## src/rtl/pwm_reload_pkg.sv

```systemverilog
package pwm_reload_pkg;

  localparam int ADDR_W = 2;

  typedef enum logic [ADDR_W-1:0] {
    ADDR_CTRL  = 2'd0,
    ADDR_LOAD  = 2'd1,
    ADDR_MATCH = 2'd2,
    ADDR_COUNT = 2'd3
  } regAddr_e;

  // control word bit positions
  localparam int CTRL_RUN      = 0;
  localparam int CTRL_INV      = 1;
  localparam int CTRL_PEN      = 2;
  localparam int CTRL_PSEL_LSB = 3;

  // strobes from control to datapath
  typedef struct packed {
    logic start;
    logic stop;
    logic ldCnt;
  } dpStrobe_t;

endpackage

```

## src/rtl/pwm_reload_ctrl.sv

```systemverilog
module pwm_reload_ctrl
  import pwm_reload_pkg::*;
#(
  parameter int CNT_W = 32,
  parameter int PRE_W = 3
) (
  input  logic              clk,
  input  logic              rstN,
  input  logic              wrEn,
  input  logic [ADDR_W-1:0] wrAddr,
  input  logic [CNT_W-1:0]  wrData,
  output logic              running,
  output logic              errFlag,
  output logic [CNT_W-1:0]  loadVal,
  output logic [CNT_W-1:0]  matchVal,
  output logic              invert,
  output logic              preEn,
  output logic [PRE_W-1:0]  preSel,
  output dpStrobe_t         stb
);

  regAddr_e addrDec;
  logic     isCtrl;
  logic     runBit;
  logic     cfgWr;
  logic     loadWr;
  logic     matchWr;
  logic     badWr;

  always_comb begin
    addrDec   = regAddr_e'(wrAddr);
    isCtrl    = wrEn && (addrDec == ADDR_CTRL);
    runBit    = wrData[CTRL_RUN];
    stb.start = isCtrl && runBit && !running;
    stb.stop  = isCtrl && !runBit && running;
    stb.ldCnt = wrEn && (addrDec == ADDR_COUNT) && !running;
    cfgWr     = isCtrl && !running;
    loadWr    = wrEn && (addrDec == ADDR_LOAD) && !running;
    matchWr   = wrEn && (addrDec == ADDR_MATCH) && !running;
    // while running, only a stop command is legal
    badWr     = wrEn && running && !(isCtrl && !runBit);
  end

  always_ff @(posedge clk) begin
    if (!rstN) begin
      running  <= 1'b0;
      errFlag  <= 1'b0;
      loadVal  <= '0;
      matchVal <= '0;
      invert   <= 1'b0;
      preEn    <= 1'b0;
      preSel   <= '0;
    end else begin
      if (stb.start)     running <= 1'b1;
      else if (stb.stop) running <= 1'b0;
      if (badWr)   errFlag  <= 1'b1;
      if (loadWr)  loadVal  <= wrData;
      if (matchWr) matchVal <= wrData;
      if (cfgWr) begin
        invert <= wrData[CTRL_INV];
        preEn  <= wrData[CTRL_PEN];
        preSel <= wrData[CTRL_PSEL_LSB +: PRE_W];
      end
    end
  end

endmodule

```

## src/rtl/pwm_reload_dp.sv

```systemverilog
module pwm_reload_dp
  import pwm_reload_pkg::*;
#(
  parameter int CNT_W = 32,
  parameter int PRE_W = 3
) (
  input  logic             clk,
  input  logic             rstN,
  input  logic             running,
  input  dpStrobe_t        stb,
  input  logic [CNT_W-1:0] cntWrVal,
  input  logic [CNT_W-1:0] loadVal,
  input  logic [CNT_W-1:0] matchVal,
  input  logic             preEn,
  input  logic [PRE_W-1:0] preSel,
  output logic [CNT_W-1:0] cnt,
  output logic             active,
  output logic             tick
);

  localparam int PDIV_W = 1 << PRE_W;
  localparam logic [CNT_W-1:0] CNT_MAX = {CNT_W{1'b1}};
  localparam logic [CNT_W-1:0] CNT_PRE = CNT_MAX - 1'b1;

  logic [PDIV_W-1:0] preCnt;
  logic [PDIV_W-1:0] divMask;
  logic              primed;

  // mask of (select+1) low ones: divide by 2^(select+1)
  always_comb begin
    for (int i = 0; i < PDIV_W; i++) begin
      divMask[i] = (i <= int'(preSel));
    end
    tick = running && (!preEn || (preCnt == divMask));
  end

  always_ff @(posedge clk) begin
    if (!rstN) begin
      cnt    <= '0;
      preCnt <= '0;
      active <= 1'b0;
      primed <= 1'b0;
    end else if (stb.start) begin
      cnt    <= CNT_PRE;
      preCnt <= '0;
      active <= 1'b0;
      primed <= 1'b0;
    end else if (stb.stop) begin
      preCnt <= '0;
      active <= 1'b0;
      primed <= 1'b0;
    end else if (stb.ldCnt) begin
      cnt <= cntWrVal;
    end else if (running) begin
      if (preEn) begin
        preCnt <= tick ? '0 : preCnt + 1'b1;
      end
      if (tick) begin
        if (cnt == CNT_MAX) begin
          cnt    <= loadVal;
          active <= ~active;
          primed <= 1'b1;
        end else begin
          cnt <= cnt + 1'b1;
          if (primed && (cnt == matchVal)) begin
            active <= ~active;
          end
        end
      end
    end
  end

endmodule

```

## src/rtl/pwm_reload_timer.sv

```systemverilog
module pwm_reload_timer
  import pwm_reload_pkg::*;
#(
  parameter int CNT_W = 32,
  parameter int PRE_W = 3
) (
  input  logic              clk,
  input  logic              rstN,
  input  logic              wrEn,
  input  logic [ADDR_W-1:0] wrAddr,
  input  logic [CNT_W-1:0]  wrData,
  output logic              pwmOut,
  output logic              errFlag,
  output logic [CNT_W-1:0]  cntOut
);

  dpStrobe_t        stb;
  logic             running;
  logic [CNT_W-1:0] loadVal;
  logic [CNT_W-1:0] matchVal;
  logic             invert;
  logic             preEn;
  logic [PRE_W-1:0] preSel;
  logic             active;
  logic             tick;

  pwm_reload_ctrl #(.CNT_W(CNT_W), .PRE_W(PRE_W)) u_ctrl (
    .clk      (clk),
    .rstN     (rstN),
    .wrEn     (wrEn),
    .wrAddr   (wrAddr),
    .wrData   (wrData),
    .running  (running),
    .errFlag  (errFlag),
    .loadVal  (loadVal),
    .matchVal (matchVal),
    .invert   (invert),
    .preEn    (preEn),
    .preSel   (preSel),
    .stb      (stb)
  );

  pwm_reload_dp #(.CNT_W(CNT_W), .PRE_W(PRE_W)) u_dp (
    .clk      (clk),
    .rstN     (rstN),
    .running  (running),
    .stb      (stb),
    .cntWrVal (wrData),
    .loadVal  (loadVal),
    .matchVal (matchVal),
    .preEn    (preEn),
    .preSel   (preSel),
    .cnt      (cntOut),
    .active   (active),
    .tick     (tick)
  );

  assign pwmOut = active ^ invert;

endmodule

```

## config.mk

```make
export PLATFORM = sky130hd
export DESIGN_NAME = pwm_reload_timer
export DESIGN_NICKNAME = d
export VERILOG_FILES = /design/src/rtl/pwm_reload_pkg.sv /design/src/rtl/pwm_reload_ctrl.sv /design/src/rtl/pwm_reload_dp.sv /design/src/rtl/pwm_reload_timer.sv
export SDC_FILE = /design/constraint.sdc
export NUM_CORES = 1
export LEC_CHECK = 0
export BUFFER_PORTS_ARGS = -buffer_cell sky130_fd_sc_hd__buf_2
export CORE_ASPECT_RATIO = 0.7
export CORE_UTILIZATION = 59
export CTS_BUF_LIST = sky130_fd_sc_hd__clkbuf_8
export DETAILED_ROUTE_END_ITERATION = 16
export GPL_TIMING_DRIVEN = 1
export PLACE_DENSITY = 0.8
export SLEW_MARGIN = 20
export SYNTH_ARGS = -nofsm -noshare
export SYNTH_HDL_FRONTEND = slang
export SYNTH_SLANG_ARGS = --single-unit
```

## constraint.sdc

```tcl
create_clock -name clk -period 2.91 [get_ports clk]
set_input_delay 0.582 -clock clk [delete_from_list [all_inputs] [get_ports clk]]
set_output_delay 0.582 -clock clk [all_outputs]
set_load 0.02 [all_outputs]
```

Word level (Yosys, flattened, before mapping)
Index checks and enable logic that the tools add are counted.
{"block": "word_totals", "elab_cells": 79, "ff_bits": 113, "out_inout_bits": 34, "in_bits": 37}
{"block": "classes", "eq_ne": 7, "mux": 11, "bitwise": 5, "reduce_logical": 35, "order_cmp": 7, "n_addsub": 2}
{"cell": "$mux W32", "n": 6}
{"cell": "$add A32 B1 Y32 const B", "n": 1}
{"cell": "$eq A32 B32 Y1", "n": 1}
{"cell": "$eq A32 B32 Y1 const B", "n": 1}
{"cell": "$logic_and A1 B1 Y1", "n": 16}
{"cell": "$le A3 B3 Y1 const A", "n": 4}
{"cell": "$reduce_and A3 Y1", "n": 3}
{"cell": "$add A8 B1 Y8 const B", "n": 1}
{"cell": "$eq A8 B8 Y1", "n": 1}
{"cell": "$mux W8", "n": 1}
{"cell": "$reduce_and A4 Y1", "n": 2}
{"cell": "$reduce_bool A2 Y1", "n": 4}
{"cell": "$le A2 B3 Y1 const A", "n": 2}
{"cell": "$reduce_bool A3 Y1", "n": 2}
{"cell": "$eq A2 B2 Y1 const B", "n": 2}
{"cell": "$logic_not A1 Y1", "n": 4}
{"cell": "$mux W1", "n": 4}
{"cell": "$not A1 Y1", "n": 4}
{"cell": "$le A1 B3 Y1 const A", "n": 1}
{"cell": "$reduce_or A3 Y1", "n": 1}
{"cell": "$eq A2 B1 Y1 const B", "n": 1}
{"cell": "$logic_not A2 Y1", "n": 1}
{"cell": "$ne A2 B1 Y1 const B", "n": 1}
{"cell": "$reduce_or A2 Y1", "n": 1}
{"cell": "2 further kinds", "n": 2}

Logic depth before layout (Yosys ltp)
{"block": "logic_depth", "ltp_word": 9, "mapped_depth": 9, "ltp_nobuf": 7}

Cells and area by module
From an unflattened synthesis, not the netlist that was laid out.
{"block": "hier_totals", "cells_unflattened": 759, "hier_area_um2": 6374.9}
{"module": "pwm_reload_dp", "seq_area_each_um2": 840.8, "cells_per_inst": 485, "area_per_inst_um2": 3673.5, "n_inst": 1}
{"module": "pwm_reload_ctrl", "seq_area_each_um2": 1421.4, "cells_per_inst": 273, "area_per_inst_um2": 2692.6, "n_inst": 1}
{"module": "pwm_reload_timer", "seq_area_each_um2": 0.0, "cells_per_inst": 1, "area_per_inst_um2": 8.8, "n_inst": 1}

Worst setup path after synthesis
OpenSTA, ideal clock, no wires.
{"block": "synth_timing", "path_kind": "register to register", "from": "reg u_dp.cnt[0]", "to": "reg u_dp.cnt[24]", "synth_period_minus_slack_ns": 2.379, "setup_time_ns": 0.119, "t_required_ns": 2.791, "path_buffers": 0, "path_slack_ns": 0.531, "arrival_ns": 2.260, "path_stages_with_launch": 8, "path_cell_list": "dfxtp_1 -> ha_1 -> nand3_4 -> or4_4 -> or3_4 -> mux2i_1 -> a21oi_1 -> o221a_1"}
{"block": "synth_via", "elab_chain_len": 7, "word_cells_on_any_way": 8, "classes_between": "add/sub (1); eq/ne (1); mux (6)"}
{"element": "start: declaration", "line": "pwm_reload_dp.sv:16", "rtl": "output logic [CNT_W-1:0] cnt,"}
{"element": "start signal: assignment", "line": "pwm_reload_dp.sv:53", "rtl": "cnt <= cntWrVal;"}
{"element": "start signal: assignment", "line": "pwm_reload_dp.sv:60", "rtl": "cnt <= loadVal;"}
{"element": "start signal: assignment", "line": "pwm_reload_dp.sv:64", "rtl": "cnt <= cnt + 1'b1;"}
{"element": "$add A32 B1 Y32 / $eq A32 B32 Y1 (equally long branches)", "line": "pwm_reload_dp.sv:64, pwm_reload_dp.sv:59"}
{"element": "$mux W32 *", "line": "pwm_reload_dp.sv:59", "rtl": "if (cnt == CNT_MAX) begin"}
{"element": "$mux W32 *", "line": "pwm_reload_dp.sv:58", "rtl": "if (tick) begin"}
{"element": "$mux W32 *", "line": "pwm_reload_dp.sv:54", "rtl": "end else if (running) begin"}
{"element": "$mux W32 *", "line": "pwm_reload_dp.sv:52", "rtl": "end else if (stb.ldCnt) begin"}
{"element": "$mux W32 *", "line": "pwm_reload_dp.sv:48", "rtl": "end else if (stb.stop) begin"}
{"element": "$mux W32 *", "line": "pwm_reload_dp.sv:43", "rtl": "end else if (stb.start) begin"}
Every way passes the cells marked *; elsewhere a longest branch is shown, timed or not. The select of a mux whose other input is x is not followed.
A chain may end at the register's enable or synchronous reset.

Final worst setup path
{"block": "layout_timing", "from": "reg u_dp.cnt[0]", "to": "reg u_dp.cnt[25]"}
The elaborated chain is that of the path after synthesis.

==> run metrics <==
status=finished clean; Mean Syn Cell Area=roughly 8.1 um^2; Synth area leaders=dfxtp_1 35%, nand2_1 10%, a21boi_0 7.7%; 1st-iter DRT viols=745; DRT antenna net count=0; Finished Cell Area=7190 um^2; clock power share=39.6%; Initial Util=61.3%; gp weighted congestion=0.902; switching part of the total power=30.1%; die area=11300 um^2; CP Data Required Time=approximately 3.3 ns; PortBufs=70; Leak Pwr=2.87 nW; FMAX=about 370 MHz; layout cell share with drive strength beyond 1=20.0%; Inst Count DP=944; hold_buf cts=0; Final Instance Count excl. Fillers=975; Max Cap Viol=0; Max Slew Vio Count=0; register area share after synthesis=35.2%; WS Path Type=reg -> reg; RSZ-0062 raised after global routing=false; worst hold path class=in -> reg; width of the die=127 um; Total Power=3.92 mW; post-CTS setup buffer count=0; n_diodes=0; wire per inst=~20 um; Residual DRC=0; Synth Instances=789; r2r worst-path depth=7; Power Dens Cells=545 nW/um^2; Startpoint Class=flop; via count=between 6000 and 7000; Distinct cells, synth=67; Post-synth EDFFs=0; dominant cell type by area after synthesis=dfxtp_1; top cell type's share of synthesized area=35.2%; area post-placement=6780 um^2; combinational power share=15.4%; Core Area=~10000 um^2; yosys warns=0; Sinks on Clock Net=113; pin count of the biggest net entering global routing=103; total congestion overflow=0; Net Sw Power=1.18 mW; Post-Route WL=19100 um; Final Hold Viols=0; Multi-input gate area=3790 um^2; P_int=2.74 mW; Num CTS Buffers=17; final hold slack=approximately 0.41 ns; die height=89.3 um; Slew headroom=44.4%; Post-DP HPWL=13100 um; VDD IR max=~0.00032 V; Arr. time, crit path=just over 3 ns; FF+latch area=roughly 2300 um^2; vias per cell=6.37; Clock Skew=0.0110 ns; post-CTS sizing=0; hold path depth=3; Crit. End Element=flop; Rows=31; Setup TNS=0 ns; crit-path max FO=9; Pre-Repair DR Iteration Count=8; Tot GR Track Use=34.8%; Mapped Nets=828; worst-case clock buffer depth=2; Reg power frac=44.9%; initial antenna violation count=0; fin crit share=92.7%; top cells by count, synth=176 x nand2_1, 113 x dfxtp_1, 66 x a21boi_0, 43 x clkbuf_1, 42 x xor2_1; vias in the first global route=5642; Total Nets Final=870; endpoints failing setup=0; root buf cell=clkbuf_8; Least-Margin Pin Slew=about 0.83 ns; Clk Latency, worst-skew pair=approximately 0.44 ns; area of the mapped netlist=6420 um^2; H-tree Lvls=4; CTS tree=yes; top_reg_cell synth=dfxtp_1; Ports=71; count leader, synth=nand2_1; area grow syn2layout=12.0%; clk slew on worst S/H paths=about 0.07 ns; Synth Register Bits=113; fill count=about 870; first-pass GRT wire length=29800 um; Async SR Flop Fraction=0%; min Tclk post-route=2.70 ns
-- kinds of logic (layout without fill, tap and decap cells) --
family | count (synthesis) | count (layout) | synth area share [%]
adders and majority gates | 2 | 2 | 0.390
and+or+nand+nor | 339 | 339 | 25.8
buffers and inverters | 73 | 127 | 5.75
muxes | 18 | 18 | 2.81
DFF | 113 | 113 | 35.2
AOI/OAI and AO/OA | 183 | 183 | 21.7
xor gates and xnor gates | 61 | 61 | 8.32
-- state kept, by name, indices dropped and copies added, names as in the netlist --
name,cells
u_dp.active,1
u_ctrl.errFlag,1
u_dp.preCnt,8
u_dp.primed,1
u_dp.cnt,32
u_ctrl.running,1
u_ctrl.loadVal,32
u_ctrl.invert,1
u_ctrl.preEn,1
u_ctrl.matchVal,32
u_ctrl.preSel,3
-- per-layer routing --
layer / track usage [%] / vias to the layer above / part of all wire [%]
met4: 12.8 / 0 / 2.1
met5: 0 / - / 0
met2: 52.5 / 353 / 43
li1: - / 2864 / -
met3: 9.46 / 37 / 11
met1: 48.0 / 2953 / 44
-- stage by stage --
step,util [%],setup WS [ns]
after floorplan,-,0.531
after global placement,64.7,0.289
after detailed placement,64.7,0.226
after CTS,68.6,0.197
after global routing,68.6,0.0871
final,68.6,0.211
-- power by group through the flow --
stage	registers (mW)	logic (mW)	clock network [mW]
floorplan	1.78	0.390	0
global placement	1.78	0.576	0
detailed placement	1.79	0.591	0
CTS	1.75	0.595	1.56
global route	1.77	0.649	1.64
finish	1.76	0.605	1.55
-- cell type report --
| cell class | count | area share, % |
|---|---|---|
| clock buffers | 18 | 3.45 |
| clock inverters | 13 | 2.28 |
| flip-flops and latches | 113 | 31.5 |
| inverters | 6 | 0.313 |
| well taps | 132 | 2.30 |
| repair buffers | 90 | 7.48 |
| multi-input cells | 603 | 52.7 |
-- layout by cell type, fill, tap and decap left out, types with 2 or more instances in the layout --
cell | synthesis | routed
nand2_1 | 176 | 176
dfxtp_1 | 113 | 113
buf_2 | 8 | 70
a21boi_0 | 66 | 66
xor2_1 | 42 | 42
nor2_1 | 38 | 38
o21ai_0 | 33 | 33
o221a_2 | 26 | 26
a21oi_1 | 22 | 22
nor4_1 | 21 | 21
nand3_1 | 20 | 20
xnor2_1 | 19 | 19
mux2i_1 | 18 | 18
clkbuf_8 | 0 | 18
buf_4 | 9 | 17
nor3_1 | 16 | 16
nand4_1 | 14 | 14
and3_1 | 9 | 9
nor2b_1 | 8 | 8
a31oi_1 | 8 | 8
and4_1 | 8 | 8
inv_1 | 6 | 6
clkinvlp_4 | 0 | 5
and2_1 | 4 | 4
o31ai_2 | 3 | 3
o21a_1 | 3 | 3
a211oi_1 | 3 | 3
clkinv_4 | 0 | 3
bufinv_16 | 0 | 3
buf_12 | 0 | 3
nor3b_1 | 2 | 2
a21o_1 | 2 | 2
nand2b_1 | 2 | 2
a41o_1 | 2 | 2
o221a_1 | 2 | 2
or2_2 | 2 | 2
ha_1 | 2 | 2
clkinv_2 | 0 | 2
-- worst paths after layout --
| check | from | to | slack, ns |
|---|---|---|---|
| setup / recovery | u_dp.cnt[0] | u_dp.cnt[25] | 0.21 |
| hold / removal | wrData[8] | u_ctrl.loadVal[8] | 0.41 |
| setup reg to reg | u_dp.cnt[0] | u_dp.cnt[25] | 0.21 |
| hold reg to reg | u_ctrl.loadVal[20] | u_ctrl.loadVal[20] | 0.47 |
-- worst max-delay path: stages, from the launching register on --
cell and delay [ns]:
dfxtp_1 0.48, ha_1 0.33, nand3_4 0.14, nor4_4 0.52, and4_1 0.60, nor2_1 0.11, a211oi_1 0.24, o221a_2 0.21
Power figures use the tool's default switching activity.
